==> src/rtl/fpk_pkg.sv <==
package fpk_pkg;
  typedef enum logic [2:0] {
    CL_ZERO = 3'd0,
    CL_SUB  = 3'd1,
    CL_NORM = 3'd2,
    CL_INF  = 3'd3,
    CL_QNAN = 3'd4,
    CL_SNAN = 3'd5
  } fp_class_e;

  localparam int N_CLASS = 6;
endpackage

==> src/rtl/fp_unpack_core.sv <==
module fp_unpack_core
  import fpk_pkg::*;
#(
  parameter int EXP_W  = 11,
  parameter int FRAC_W = 52,
  localparam int W     = 1 + EXP_W + FRAC_W,
  localparam int XW    = EXP_W + 1,
  localparam int SIG_W = FRAC_W + 1
) (
  input  logic [W-1:0]     fp_i,
  output logic             sign_o,
  output logic [XW-1:0]    exp_o,
  output logic [SIG_W-1:0] sig_o,
  output fp_class_e        cls_o
);
  localparam int BIAS = (1 << (EXP_W - 1)) - 1;

  logic [EXP_W-1:0]  efield;
  logic [FRAC_W-1:0] frac;
  logic              e_zero, e_ones, f_zero;

  assign efield = fp_i[FRAC_W +: EXP_W];
  assign frac   = fp_i[FRAC_W-1:0];
  assign sign_o = fp_i[W-1];
  assign e_zero = (efield == '0);
  assign e_ones = (efield == '1);
  assign f_zero = (frac == '0);

  always_comb begin
    cls_o = CL_NORM;
    exp_o = XW'(efield) - XW'(BIAS);
    sig_o = {1'b1, frac};
    if (e_zero && f_zero) begin
      cls_o = CL_ZERO;
      exp_o = '0;
      sig_o = '0;
    end else if (e_zero) begin
      cls_o = CL_SUB;
      exp_o = XW'(1) - XW'(BIAS);
      sig_o = {1'b0, frac};
    end else if (e_ones) begin
      exp_o = XW'(BIAS + 1);
      sig_o = {1'b0, frac};
      if (f_zero)               cls_o = CL_INF;
      else if (frac[FRAC_W-1])  cls_o = CL_QNAN;
      else                      cls_o = CL_SNAN;
    end
  end
endmodule

==> src/rtl/fp_repack_core.sv <==
module fp_repack_core
  import fpk_pkg::*;
#(
  parameter int EXP_W  = 11,
  parameter int FRAC_W = 52,
  localparam int W     = 1 + EXP_W + FRAC_W,
  localparam int XW    = EXP_W + 1,
  localparam int SIG_W = FRAC_W + 1
) (
  input  logic             sign_i,
  input  logic [XW-1:0]    exp_i,
  input  logic [SIG_W-1:0] sig_i,
  input  logic [2:0]       cls_i,
  output logic [W-1:0]     fp_o
);
  localparam int BIAS = (1 << (EXP_W - 1)) - 1;

  logic [EXP_W-1:0]  efield;
  logic [FRAC_W-1:0] frac;
  logic              unused_bits;

  // Hidden bit and exponent sign carry no information once the class is known.
  assign unused_bits = ^{sig_i[SIG_W-1], exp_i[XW-1]};

  always_comb begin
    efield = '0;
    frac   = '0;
    case (fp_class_e'(cls_i))
      CL_NORM: begin
        efield = exp_i[EXP_W-1:0] + EXP_W'(BIAS);
        frac   = sig_i[FRAC_W-1:0];
      end
      CL_SUB:  frac = sig_i[FRAC_W-1:0];
      CL_INF:  efield = '1;
      CL_QNAN, CL_SNAN: begin
        efield = '1;
        frac   = sig_i[FRAC_W-1:0];
      end
      default: ;
    endcase
    fp_o = {sign_i, efield, frac};
  end
endmodule

==> src/rtl/fp_view_fmt.sv <==
module fp_view_fmt
  import fpk_pkg::*;
#(
  parameter int SIG_W  = 53,
  parameter int HALF_W = 32,
  localparam int WIDE  = 2 * HALF_W
) (
  input  fp_class_e            cls_i,
  input  logic [SIG_W-1:0]     sig_i,
  input  logic                 flag_mode,
  input  logic                 split_mode,
  output logic [2:0]           cls_o,
  output logic [N_CLASS-1:0]   flags_o,
  output logic [SIG_W-1:0]     sig_o,
  output logic [HALF_W-1:0]    hi_o,
  output logic [HALF_W-1:0]    lo_o
);
  logic [WIDE-1:0] sig_ext;

  assign sig_ext = WIDE'(sig_i);
  assign cls_o   = flag_mode ? 3'd0 : cls_i;
  assign sig_o   = split_mode ? '0 : sig_i;
  assign hi_o    = split_mode ? sig_ext[WIDE-1:HALF_W] : '0;
  assign lo_o    = split_mode ? sig_ext[HALF_W-1:0] : '0;

  for (genvar k = 0; k < N_CLASS; k++) begin : g_flag
    assign flags_o[k] = flag_mode && (cls_i == fp_class_e'(k));
  end
endmodule

==> src/rtl/fp_pack_unit.sv <==
module fp_pack_unit
  import fpk_pkg::*;
#(
  parameter int EXP_W  = 11,
  parameter int FRAC_W = 52,
  parameter int HALF_W = 32,
  localparam int W     = 1 + EXP_W + FRAC_W,
  localparam int XW    = EXP_W + 1,
  localparam int SIG_W = FRAC_W + 1
) (
  input  logic               clk,
  input  logic               rst,
  input  logic               flag_mode,
  input  logic               split_mode,
  input  logic [W-1:0]       fp_in,
  input  logic               pk_sign,
  input  logic [XW-1:0]      pk_exp,
  input  logic [SIG_W-1:0]   pk_sig,
  input  logic [2:0]         pk_class,
  output logic               up_sign,
  output logic [XW-1:0]      up_exp,
  output logic [SIG_W-1:0]   up_sig,
  output logic [HALF_W-1:0]  up_sig_hi,
  output logic [HALF_W-1:0]  up_sig_lo,
  output logic [2:0]         up_class,
  output logic [N_CLASS-1:0] up_flags,
  output logic [W-1:0]       rp_out
);
  logic               u_sign;
  logic [XW-1:0]      u_exp;
  logic [SIG_W-1:0]   u_sig_raw, f_sig;
  fp_class_e          u_cls;
  logic [2:0]         f_cls;
  logic [N_CLASS-1:0] f_flags;
  logic [HALF_W-1:0]  f_hi, f_lo;
  logic [W-1:0]       r_word;

  fp_unpack_core #(.EXP_W(EXP_W), .FRAC_W(FRAC_W)) u_unpack (
    .fp_i(fp_in), .sign_o(u_sign), .exp_o(u_exp), .sig_o(u_sig_raw), .cls_o(u_cls)
  );

  fp_view_fmt #(.SIG_W(SIG_W), .HALF_W(HALF_W)) u_fmt (
    .cls_i(u_cls), .sig_i(u_sig_raw), .flag_mode(flag_mode), .split_mode(split_mode),
    .cls_o(f_cls), .flags_o(f_flags), .sig_o(f_sig), .hi_o(f_hi), .lo_o(f_lo)
  );

  fp_repack_core #(.EXP_W(EXP_W), .FRAC_W(FRAC_W)) u_repack (
    .sign_i(pk_sign), .exp_i(pk_exp), .sig_i(pk_sig), .cls_i(pk_class), .fp_o(r_word)
  );

  always_ff @(posedge clk) begin
    if (rst) begin
      up_sign   <= 1'b0;
      up_exp    <= '0;
      up_sig    <= '0;
      up_sig_hi <= '0;
      up_sig_lo <= '0;
      up_class  <= '0;
      up_flags  <= '0;
      rp_out    <= '0;
    end else begin
      up_sign   <= u_sign;
      up_exp    <= u_exp;
      up_sig    <= f_sig;
      up_sig_hi <= f_hi;
      up_sig_lo <= f_lo;
      up_class  <= f_cls;
      up_flags  <= f_flags;
      rp_out    <= r_word;
    end
  end

  // normal operands surface the hidden bit
  a_r1_hidden_bit: assert property (@(posedge clk) disable iff (rst)
    (!$past(rst) && !$past(split_mode) && $past(fp_in[FRAC_W +: EXP_W]) != '0 &&
     $past(fp_in[FRAC_W +: EXP_W]) != '1) |-> up_sig[FRAC_W]);

  // a zero operand reports the zero class
  a_r3_zero_class: assert property (@(posedge clk) disable iff (rst)
    (!$past(rst) && !$past(flag_mode) && $past(fp_in[W-2:0]) == '0) |->
    (up_class == 3'd0 && up_exp == '0));

  // code mode keeps flags quiet
  a_r5_no_flags: assert property (@(posedge clk) disable iff (rst)
    (!$past(rst) && !$past(flag_mode)) |-> up_flags == '0);

  // flag mode raises exactly one flag
  a_r6_one_flag: assert property (@(posedge clk) disable iff (rst)
    (!$past(rst) && $past(flag_mode)) |-> ($countones(up_flags) == 1 && up_class == 3'd0));

  // split mode empties the single-word significand
  a_r7_split_word: assert property (@(posedge clk) disable iff (rst)
    (!$past(rst) && $past(split_mode)) |-> up_sig == '0);

  // NaN repack keeps the payload under an all-ones exponent
  a_r9_nan_payload: assert property (@(posedge clk) disable iff (rst)
    (!$past(rst) && ($past(pk_class) == 3'd4 || $past(pk_class) == 3'd5)) |->
    (rp_out[FRAC_W +: EXP_W] == '1 && rp_out[FRAC_W-1:0] == $past(pk_sig[FRAC_W-1:0])));

  // zero repack ignores significand and exponent
  a_r10_zero_ignores: assert property (@(posedge clk) disable iff (rst)
    (!$past(rst) && $past(pk_class) == 3'd0) |->
    (rp_out[W-2:0] == '0 && rp_out[W-1] == $past(pk_sign)));
endmodule

==> config.mk <==
export PLATFORM = sky130hd
export DESIGN_NAME = fp_pack_unit
export DESIGN_NICKNAME = d
export VERILOG_FILES = /design/src/rtl/fpk_pkg.sv /design/src/rtl/fp_unpack_core.sv /design/src/rtl/fp_repack_core.sv /design/src/rtl/fp_view_fmt.sv /design/src/rtl/fp_pack_unit.sv
export SDC_FILE = /design/constraint.sdc
export NUM_CORES = 1
export LEC_CHECK = 0
export BUFFER_PORTS_ARGS = -buffer_cell sky130_fd_sc_hd__buf_2
export CORE_AREA = 2 2 133 135
export CTS_CLUSTER_DIAMETER = 200
export DETAILED_ROUTE_END_ITERATION = 10
export DIE_AREA = 0 0 135 137
export GPL_ROUTABILITY_DRIVEN = 1
export GPL_TIMING_DRIVEN = 0
export PLACE_DENSITY = 0.62
export SYNTH_ARGS = -nofsm -noshare
export SYNTH_HDL_FRONTEND = slang
export SYNTH_SLANG_ARGS = --single-unit
==> constraint.sdc <==
create_clock -name clk -period 4.3 [get_ports clk]
set_clock_uncertainty 0.05 [all_clocks]
set_input_delay 1.075 -clock clk [delete_from_list [all_inputs] [get_ports clk]]
set_output_delay 1.075 -clock clk [all_outputs]
set_load 0.01 [all_outputs]
==> impl_summary.log, run 1 <==
INFO  metric clock_tree_from_tritoncts = built
INFO  metric unrepaired_setup_endpoints_after_global_routing = no
INFO  metric netlist.top_cell.by_area = sky130_fd_sc_hd__dfxtp_1
INFO  metric layout.cells.most_common_list = sky130_fd_sc_hd__buf_2, sky130_fd_sc_hd__dfxtp_1, sky130_fd_sc_hd__and2_1
INFO  metric max-clock-path-buffers = 2
INFO  metric grt_pass1_wl = 22.7 mm
INFO  metric routedWlPerCell = 14.5 um
INFO  metric antenna_cells_inserted = 0
INFO  metric worst_hold_path_type = in2reg
INFO  metric fraction_of_synthesized_cell_area_in_xor_and_xnor_cells = 2.73%
INFO  metric drive_gt1_share = a little over two fifths
INFO  metric postCtsSetupBuffers = 0
INFO  metric crit_path_end_kind = flip-flop
INFO  metric yosys_register_bits = 192
INFO  metric buffer_ports.inserted = 326
INFO  metric fin_nets = 1005
INFO  metric numCtsBuffers = 17
INFO  metric syn_to_final_growth = 43.6%
INFO  metric timing.setup.tns = 0 ns
INFO  metric synth_cell_type_count = 36
INFO  metric grt-ovfl-total = 0
INFO  metric crit_buf_inv = 1
INFO  metric antenna_violation_net_count_after_detailed_routing = 0
INFO  metric first_global_vias = around 4000
INFO  metric hold_worst_path_end = up_exp[11]$_SDFF_PP0_
INFO  metric initial_core_util = 33.9%
INFO  metric slew_headroom = 49.9%
INFO  metric remaining_drc_errors = 0
INFO  metric hold_violation_count_in_the_final_report = 0
INFO  metric cts_hold_buf = 0
INFO  metric cts-root-buf = sky130_fd_sc_hd__clkbuf_16
INFO  metric worstMarginPinSlew = 0.745 ns
INFO  metric yosysSeqAreaShare = 66.5%
INFO  metric cp_data_required_time = 4.57 ns
INFO  metric fin_crit_sh = 64.4%
INFO  metric cellLeakagePower = 4.23 nW
INFO  metric final_critical_path_setup_slack = around 1.5 ns
INFO  metric dominant_combinational_cell_family_by_area_after_synthesis = simple AND/OR/NAND/NOR gates
INFO  metric synth-warning-count = 0
INFO  metric cp_max_delay_cell = sky130_fd_sc_hd__nor4_2
INFO  metric synth_simple_gate_area_share = 24.8%
INFO  metric postSynthCellCount = 510
INFO  metric total_number_of_vias = 4617
INFO  metric worstPathCellList = buf_2 -> nor4_1 -> nand4_1 -> nor4_2 -> nor2_1 -> and3_1
INFO  metric startpoint_type = primary input
INFO  metric crit_path_max_fanout = 7
INFO  metric detailedPlace.worstSlack = 1.15 ns
INFO  metric synth-compound-area-share = 1.88%
INFO  metric htree_levels = 4
INFO  metric die_area = 18500 um2
INFO  metric synth_area = 5780 um2
INFO  metric report.final.slew_viol_count = 0
INFO  metric worst_hold_path_cells = 2
INFO  metric die_h = ~140 um
INFO  metric initial_antenna_violation_count = 0
INFO  metric synth_adder_area_share = less than 1%
INFO  metric drv_cap = 0
INFO  metric pwr_density_cell = ~450 nW/um2
INFO  metric vias_per_cell = 4.19
INFO  metric post-route-util = 48.7%
INFO  metric synth_mux_area_share = 0%
INFO  metric dr.pass1.iters = 4
INFO  metric max_freq = 361 MHz
INFO  metric detail_route.iter0.violations = 127
INFO  metric gp_routability_congestion = 0.836
INFO  metric core = 17100 um2
INFO  metric worst-endpoint-arrival = 3.04 ns
INFO  metric netlist_top_cells_area = sky130_fd_sc_hd__dfxtp_1, sky130_fd_sc_hd__and2_1, sky130_fd_sc_hd__nor4_1, sky130_fd_sc_hd__xnor2_1, sky130_fd_sc_hd__buf_4
INFO  metric synth_top_area_share = between 60% and 70%
INFO  metric post_cts_resize_count = 0
INFO  metric hold_start = fp_in[62]
INFO  metric clk_pin_slew = 0.07 ns
INFO  metric grt_usage = around 16%
INFO  metric setup_crit_path_kind = in2reg
INFO  metric fp.dieW = 135 um
INFO  metric min_period = ~2.8 ns
INFO  metric design.portCount = 340
INFO  metric largest_net_degree_at_the_start_of_global_routing = 20
INFO  metric timing.critical_path.max_delay_family = simple AND/OR/NAND/NOR gates
INFO  metric setup_viol_count_final = 0
INFO  metric cts.sinks = 192
INFO  metric dp_hpwl = around 13 mm
INFO  metric num_rows = 48
INFO  metric final_common_cell = sky130_fd_sc_hd__buf_2
INFO  metric outcome = complete, no violations
INFO  metric irDropWorstVdd = 0.000253 V
INFO  metric syn-mean-instance-area = 11.3 um2
INFO  metric critPathMaxStageDelay = 0.75 ns
INFO  metric postRouteWirelength = 16.0 mm
## metal layers
layer	track usage (%)	vias up	part of all wire, %
met5	0	-	0
met2	28.5	157	52
li1	-	2312	-
met1	18.7	2128	40
met4	7.12	0	2.2
met3	4.63	20	6.2
## how the worst max path moves through the flow
stage / startpoint / endpoint / slack [ns] / cells after the start
after floorplan: fp_in[52] / up_exp[5]$_SDFF_PP0_ / 1.75 / 8
after global placement: fp_in[7] / up_flags[4]$_SDFF_PP0_ / 1.18 / 6
after detailed placement: fp_in[7] / up_flags[4]$_SDFF_PP0_ / 1.15 / 6
after CTS: fp_in[7] / up_exp[1]$_SDFF_PP0_ / 1.61 / 6
after global routing: fp_in[7] / up_exp[10]$_SDFF_PP0_ / 1.44 / 6
final: fp_in[7] / up_flags[4]$_SDFF_PP0_ / 1.53 / 6
## cell type report
class	count	area [um2]
buffer	30	159
clock buffer	17	425
clock inverter	15	146
fill	1637	8750
inverter	11	41.3
multi-input combinational	287	1780
sequential	192	3840
tap	225	282
timing repair buffer	326	1630
## sequential cells by signal, indices dropped and copies added, names as in the netlist
name	flops
up_class	3
up_sig_hi	21
up_flags	6
up_sig_lo	32
up_sign	1
up_sig	53
rp_out	64
up_exp	12
## logic make-up (layout without fill, tap and decap cells)
group / Yosys count / after routing
other cells: 1 / 11
simple gates: 237 / 237
compound gates: 18 / 18
fa+ha+maj: 3 / 3
flops: 192 / 192
buf+inv: 41 / 399
xor+xnor: 18 / 18
## through the flow
step	instances	instance area [um2]	hold WS (ns)	power, mW
floorplan	520	5820	1.10	2.07
global placement	1071	7730	1.22	2.26
detailed placement	1071	7730	1.22	2.27
CTS	1103	8310	0.771	3.77
global route	1103	8310	0.772	3.89
finish	1103	8310	0.783	3.74
## synthesized netlist by cell type
library cell / n
sky130_fd_sc_hd__xor2_1: 7
sky130_fd_sc_hd__ha_1: 3
sky130_fd_sc_hd__buf_4: 12
sky130_fd_sc_hd__or4_4: 1
sky130_fd_sc_hd__nor4_2: 1
sky130_fd_sc_hd__nor2_1: 23
sky130_fd_sc_hd__o22ai_1: 1
sky130_fd_sc_hd__inv_1: 11
sky130_fd_sc_hd__clkbuf_1: 17
sky130_fd_sc_hd__and2b_2: 1
sky130_fd_sc_hd__nor3_1: 5
sky130_fd_sc_hd__a21o_1: 1
sky130_fd_sc_hd__o22a_1: 1
sky130_fd_sc_hd__or4_1: 1
sky130_fd_sc_hd__nand2b_4: 1
sky130_fd_sc_hd__a21oi_1: 11
sky130_fd_sc_hd__nor2_2: 1
sky130_fd_sc_hd__nand4_1: 4
sky130_fd_sc_hd__nor3_2: 1
sky130_fd_sc_hd__nor4_1: 19
sky130_fd_sc_hd__nand2b_1: 5
sky130_fd_sc_hd__a31oi_1: 1
sky130_fd_sc_hd__o31ai_1: 1
sky130_fd_sc_hd__a2111oi_0: 1
sky130_fd_sc_hd__conb_1: 1
sky130_fd_sc_hd__a21oi_2: 1
sky130_fd_sc_hd__or3_4: 1
sky130_fd_sc_hd__and3_1: 2
sky130_fd_sc_hd__xnor2_1: 11
sky130_fd_sc_hd__buf_2: 1
sky130_fd_sc_hd__dfxtp_1: 192
sky130_fd_sc_hd__nand2_1: 4
sky130_fd_sc_hd__nand3_1: 7
sky130_fd_sc_hd__nor2b_1: 3
sky130_fd_sc_hd__and2_1: 156
sky130_fd_sc_hd__or2_1: 1
## where the power goes
part	internal, mW	total (mW)	switching (mW)
registers	1.86	1.88	0.0176
logic	0.158	0.342	0.185
clock network	0.771	1.52	0.746
total	2.79	3.74	0.948
No activity file was read; power rests on OpenSTA's default activity.
==> inputs of run 2 (changes only) <==
PLACE_DENSITY = 0.64   (was 0.62)
clock period = 2.28 ns   (was 4.3 ns; I/O delays follow)
==> run 2 against run 1 <==
Against the previous run: flip-flop and latch count did not move; total power up 91%; worst hold slack lost 0.50 ns; wire length fell by 1.1%.
==> impl_summary.log, run 2 (same netlist as run 1, synthesis figures left out) <==
INFO  metric outcome = complete, no violations (unchanged)
INFO  metric max-clock-path-buffers = 2 (unchanged)
INFO  metric initial_core_util = 33.9% (unchanged)
INFO  metric crit_path_end_kind = flip-flop (unchanged)
INFO  metric layout.cells.most_common_list = sky130_fd_sc_hd__buf_2, sky130_fd_sc_hd__dfxtp_1, sky130_fd_sc_hd__and2_1 (unchanged)
INFO  metric worstPathCellList = buf_2 -> ha_1 -> nand3_1 -> or4_1 -> buf_2 -> nand2_1 -> or2_1 -> buf_4 -> nor2_1 (was buf_2 -> nor4_1 -> nand4_1 -> nor4_2 -> nor2_1 -> and3_1)
INFO  metric antenna_cells_inserted = 0 (unchanged)
INFO  metric timing.critical_path.max_delay_family = simple AND/OR/NAND/NOR gates (unchanged)
INFO  metric unrepaired_setup_endpoints_after_global_routing = no (unchanged)
INFO  metric fin_nets = 1005 (unchanged)
INFO  metric fin_hold_ws = 0.281 ns (was 0.783 ns)
INFO  metric die_h = 137 um (unchanged)
INFO  metric worst_hold_path_cells = 2 (unchanged)
INFO  metric final-instance-count-excl-fill = 1103 (unchanged)
INFO  metric path_depth = 9 (was 6)
INFO  metric detailedPlace.worstSlack = -0.341 ns (was 1.15 ns)
INFO  metric max_freq = between 400 and 500 MHz
INFO  metric routedWlPerCell = 14.3 um (was 14.5 um)
INFO  metric worstMarginPinSlew = 0.782 ns (was 0.745 ns)
INFO  metric drive_gt1_share = 43.1% (was 43.2%)
INFO  metric critPathMostFrequentCell = sky130_fd_sc_hd__buf_2
INFO  metric post-place-cells = 1071 (unchanged)
INFO  metric cts-root-buf = sky130_fd_sc_hd__clkbuf_16 (unchanged)
INFO  metric postCtsSetupBuffers = 0 (unchanged)
INFO  metric hold_violation_count_in_the_final_report = 0 (unchanged)
INFO  metric setup_crit_path_kind = in2reg (unchanged)
INFO  metric cellLeakagePower = 4.25 nW (was 4.23 nW)
INFO  metric cp_max_delay_cell = sky130_fd_sc_hd__or4_1 (was sky130_fd_sc_hd__nor4_2)
INFO  metric grt_pass1_wl = 22.7 mm (about the same)
INFO  metric startpoint_type = primary input (unchanged)
INFO  metric die_area = 18500 um2 (unchanged)
INFO  metric antenna_violation_net_count_after_detailed_routing = 0 (unchanged)
INFO  metric largest_net_degree_at_the_start_of_global_routing = 20 (unchanged)
INFO  metric worst-endpoint-arrival = 2.28 ns (was 3.04 ns)
INFO  metric fp.dieW = 135 um (unchanged)
INFO  metric dp_hpwl = 12.5 mm (was 12.7 mm)
INFO  metric fin_crit_sh = 88.6%
INFO  metric crit_path_max_fanout = 10 (was 7)
INFO  metric placed_area = 7730 um2 (unchanged)
INFO  metric worst_hold_path_type = in2reg (unchanged)
INFO  metric total_number_of_vias = 4520 (was 4617)
INFO  metric crit_buf_inv = 3 (was 1)
INFO  metric initial_antenna_violation_count = 0 (unchanged)
INFO  metric numCtsBuffers = 17 (unchanged)
INFO  metric cp_data_required_time = 2.54 ns (was 4.57 ns)
INFO  metric max_flop_register = rp_out (unchanged)
INFO  metric final_common_cell = sky130_fd_sc_hd__buf_2 (unchanged)
INFO  metric irDropWorstVdd = 0.000473 V (was 0.000253 V)
INFO  metric fin_area = 8340 um2 (was 8310 um2)
INFO  metric cts.sinks = 192 (unchanged)
INFO  metric first_global_vias = 4157 (was 4083)
INFO  metric fin_total_pwr = 7.15 mW (was 3.74 mW)
INFO  metric design.portCount = 340 (unchanged)
INFO  metric setup_viol_count_final = 0 (unchanged)
INFO  metric clk_pin_slew = 0.07 ns (about the same)
INFO  metric pwr_density_cell = 857 nW/um2 (was 450 nW/um2)
INFO  metric final_critical_path_setup_slack = 0.260 ns (was 1.53 ns)
INFO  metric vias_per_cell = 4.10 (was 4.19)
INFO  metric remaining_drc_errors = 0 (unchanged)
INFO  metric drv_cap = 0 (unchanged)
INFO  metric clock_tree_from_tritoncts = built (unchanged)
INFO  metric core = 17100 um2 (unchanged)
INFO  metric min_period = 2.02 ns
INFO  metric report.final.slew_viol_count = 0 (unchanged)
INFO  metric gp_routability_congestion = 0.848 (was 0.836)
INFO  metric dr.pass1.iters = 4 (unchanged)
INFO  metric detail_route.iter0.violations = 129 (was 127)
INFO  metric buffer_ports.inserted = 326 (unchanged)
INFO  metric htree_levels = 4 (unchanged)
INFO  metric syn_to_final_growth = 44.2% (was 43.6%)
INFO  metric slew_headroom = 47.5% (was 49.9%)
INFO  metric largest_register_ffs = 64 (unchanged)
INFO  metric postRouteWirelength = 15.8 mm (was 16.0 mm)
INFO  metric num_rows = 48 (unchanged)
INFO  metric critPathMaxStageDelay = 0.51 ns (was 0.75 ns)
INFO  metric grt-ovfl-total = 0 (unchanged)
INFO  metric largestRegisters = rp_out (64), up_sig (53), up_sig_lo (32) (unchanged)
INFO  metric post-route-util = 48.9% (was 48.7%)
INFO  metric grt_usage = 16.3% (about the same)
INFO  metric timing.setup.tns = 0 ns (unchanged)
-- run 2: changes by cell type in the layout (fill, tap and decap cells not counted) --
| cell | previous run | this run |
|---|---|---|
| sky130_fd_sc_hd__inv_6 | 3 | 2 |
| sky130_fd_sc_hd__nor4_4 | 0 | 1 |
| sky130_fd_sc_hd__clkinv_4 | 2 | 1 |
| sky130_fd_sc_hd__clkbuf_1 | 17 | 18 |
| sky130_fd_sc_hd__nor4_2 | 1 | 0 |
| sky130_fd_sc_hd__clkinv_8 | 2 | 3 |
| sky130_fd_sc_hd__bufinv_16 | 0 | 1 |
| sky130_fd_sc_hd__clkinv_2 | 2 | 1 |
-- run 2: cell type report --
cell class,count,area [um2]
Fill cell,1661,8710
Sequential cell,192,3840
Multi-Input combinational cell,287,1790
Timing Repair Buffer,326,1630
Clock buffer,18,429
Tap cell,225,282
Clock inverter,14,170
Buffer,30,159
Inverter,11,41.3
-- run 2: final timing paths --
kind | start | slack [ns] | endpoint
worst max-delay path | fp_in[52] | 0.26 | up_exp[6]$_SDFF_PP0_
worst min-delay path | fp_in[62] | 0.28 | up_exp[11]$_SDFF_PP0_
-- run 2: repair_timing --
action                                  4_1_cts  5_1_grt
resized for setup                             0        1
hold buffers                                  0        0
endpoints found under the setup margin        0        3
-- run 2: report_power, final --
part	internal, mW	switching (mW)
clock	1.57	1.39
sequential	3.51	0.0321
combinational	0.297	0.351
-- run 2: metal layers --
layer  part of all wire, %  GRT usage, %
met5                     0             0
met2                    49          27.2
met3                   6.0          4.70
met4                   1.8          5.96
met1                    43          20.1
==> inputs of run 3 (changes only) <==
MAX_ROUTING_LAYER = met4   (was default)
==> run 3 against run 2 <==
Against the previous run: sequential share of layout area did not move; clock power barely moved; combinational power barely moved; global-route usage grew 0.48 points; maximum frequency barely moved; critical path depth did not move; core utilization stayed put; largest cell class unchanged.
==> impl_summary.log, run 3 (same netlist as run 1, synthesis figures left out) <==
INFO  metric final-instance-count-excl-fill = 1103 (unchanged)
INFO  metric crit_path_end_kind = flip-flop (unchanged)
INFO  metric slew_headroom = 48.0% (was 47.5%)
INFO  metric use_met1 = 20.4% (was 20.1%)
INFO  metric largest_net_degree_at_the_start_of_global_routing = 20 (unchanged)
INFO  metric worst_hold_path_cells = 2 (unchanged)
INFO  metric startpoint_type = primary input (unchanged)
INFO  metric numCtsBuffers = 17 (unchanged)
INFO  metric grt_usage = 16.8% (was 16.3%)
INFO  metric hold_worst_path_end = up_exp[11]$_SDFF_PP0_ (unchanged)
INFO  metric grt_busiest_layer = met2 (unchanged)
INFO  metric design.portCount = 340 (unchanged)
INFO  metric final_common_cell = sky130_fd_sc_hd__buf_2 (unchanged)
INFO  metric cp_data_required_time = 2.54 ns (about the same)
INFO  metric worstPathCellList = buf_2 -> ha_1 -> nand3_1 -> or4_1 -> buf_2 -> nand2_1 -> or2_1 -> buf_4 -> nor2_1 (unchanged)
INFO  metric final_critical_path_setup_slack = 0.259 ns (was 0.260 ns)
INFO  metric cellLeakagePower = 4.25 nW (unchanged)
INFO  metric remaining_drc_errors = 0 (unchanged)
INFO  metric max_flop_register = rp_out (unchanged)
INFO  metric antenna_cells_inserted = 0 (unchanged)
INFO  metric unrepaired_setup_endpoints_after_global_routing = no (unchanged)
INFO  metric clk_pin_slew = 0.07 ns (about the same)
INFO  metric dr.pass1.iters = 4 (unchanged)
INFO  metric gr-usage-met3 = 4.30% (was 4.70%)
INFO  metric pwr_density_cell = 856 nW/um2 (was 857 nW/um2)
INFO  metric core = 17100 um2 (unchanged)
INFO  metric fp.dieW = 135 um (unchanged)
INFO  metric fin_crit_sh = 88.6% (about the same)
INFO  metric drive_gt1_share = 43.1% (unchanged)
INFO  metric worstMarginPinSlew = 0.774 ns (was 0.782 ns)
INFO  metric hold_start = fp_in[62] (unchanged)
INFO  metric num_rows = 48 (unchanged)
INFO  metric timing.setup.tns = 0 ns (unchanged)
INFO  metric max_freq = 495 MHz (about the same)
INFO  metric syn_to_final_growth = 44.2% (unchanged)
INFO  metric worst-endpoint-arrival = 2.28 ns (about the same)
INFO  metric die_h = 137 um (unchanged)
INFO  metric irDropWorstVdd = 0.000470 V (was 0.000473 V)
INFO  metric layout.cells.most_common_list = sky130_fd_sc_hd__buf_2, sky130_fd_sc_hd__dfxtp_1, sky130_fd_sc_hd__and2_1 (unchanged)
INFO  metric worst_hold_path_type = in2reg (unchanged)
INFO  metric post-place-cells = 1071 (unchanged)
INFO  metric cts-root-buf = sky130_fd_sc_hd__clkbuf_16 (unchanged)
INFO  metric routedWlPerCell = 14.3 um (about the same)
INFO  metric antenna_violation_net_count_after_detailed_routing = 0 (unchanged)
INFO  metric cts_hold_buf = 0 (unchanged)
INFO  metric use_met2 = 27.2% (about the same)
INFO  metric setup_crit_path_kind = in2reg (unchanged)
INFO  metric max-clock-path-buffers = 2 (unchanged)
INFO  metric total_number_of_vias = 4529 (was 4520)
INFO  metric critPathMaxStageDelay = 0.51 ns (about the same)
INFO  metric vias_per_cell = 4.11 (was 4.10)
INFO  metric detail_route.iter0.violations = 137 (was 129)
INFO  metric report.final.slew_viol_count = 0 (unchanged)
INFO  metric detailedPlace.worstSlack = -0.341 ns (unchanged)
INFO  metric die_area = 18500 um2 (unchanged)
INFO  metric placed_area = 7730 um2 (unchanged)
INFO  metric initial_antenna_violation_count = 0 (unchanged)
INFO  metric hold_violation_count_in_the_final_report = 0 (unchanged)
INFO  metric gp_routability_congestion = 0.862 (was 0.848)
INFO  metric grt-ovfl-total = 0 (unchanged)
INFO  metric fin_total_pwr = 7.14 mW (was 7.15 mW)
INFO  metric critPathMostFrequentCell = sky130_fd_sc_hd__buf_2 (unchanged)
INFO  metric first_global_vias = 4148 (was 4157)
INFO  metric dp_hpwl = 12.5 mm (unchanged)
INFO  metric drv_cap = 0 (unchanged)
INFO  metric buffer_ports.inserted = 326 (unchanged)
INFO  metric largestRegisters = rp_out (64), up_sig (53), up_sig_lo (32) (unchanged)
INFO  metric initial_core_util = 33.9% (unchanged)
INFO  metric outcome = complete, no violations (unchanged)
INFO  metric cp_max_delay_cell = sky130_fd_sc_hd__or4_1 (unchanged)
INFO  metric clock_tree_from_tritoncts = built (unchanged)
INFO  metric postCtsSetupBuffers = 0 (unchanged)
INFO  metric setup_viol_count_final = 0 (unchanged)
INFO  metric min_period = 2.02 ns (about the same)
INFO  metric largest_register_ffs = 64 (unchanged)
INFO  metric crit_path_max_fanout = 10 (unchanged)
INFO  metric post_cts_resize_count = 0 (unchanged)
INFO  metric fin_area = 8340 um2 (unchanged)
INFO  metric grt_pass1_wl = 22.7 mm (about the same)
INFO  metric htree_levels = 4 (unchanged)
INFO  metric postRouteWirelength = 15.8 mm (about the same)
INFO  metric fin_nets = 1005 (unchanged)
INFO  metric crit_buf_inv = 3 (unchanged)
INFO  metric cts.sinks = 192 (unchanged)
INFO  metric timing.critical_path.max_delay_family = simple AND/OR/NAND/NOR gates (unchanged)
run 3: report_power, final:
group | internal (mW) | total (mW) | switching [mW]
Combinational | 0.297 | 0.648 | 0.351
Sequential | 3.51 | 3.54 | 0.0321
Clock | 1.57 | 2.95 | 1.38
run 3: cell type report:
class | instances | area [um2]
Fill cell | 1661 | 8710
Sequential cell | 192 | 3840
Multi-Input combinational cell | 287 | 1790
Timing Repair Buffer | 326 | 1630
Clock buffer | 18 | 429
Tap cell | 225 | 282
Clock inverter | 14 | 170
Buffer | 30 | 159
Inverter | 11 | 41.3
run 3: routing by layer:
layer / vias up / routed length [um]
li1: 2312 / -
met1: 2037 / 6750
met2: 166 / 7820
met3: 14 / 951
met4: 0 / 266
met5: - / 0
run 3: worst max-delay path by stage:
stage          startpoint                     end  cells after the start
6_report        fp_in[52]    up_exp[3]$_SDFF_PP0_                      9
5_1_grt          fp_in[7]  up_class[1]$_SDFF_PP0_                      6
4_1_cts          fp_in[7]    up_exp[1]$_SDFF_PP0_                      6
3_5_place_dp     fp_in[7]    up_exp[1]$_SDFF_PP0_                      6
3_3_place_gp     fp_in[7]    up_exp[1]$_SDFF_PP0_                      6
2_1_floorplan   fp_in[52]    up_exp[5]$_SDFF_PP0_                      8
run 3: per-stage QoR:
step,hold slack [ns],util [%]
6_report,0.283,48.9
5_1_grt,0.271,48.9
4_1_cts,0.262,48.9
3_5_place_dp,0.715,45.3
3_3_place_gp,0.713,45.3
2_1_floorplan,0.592,-
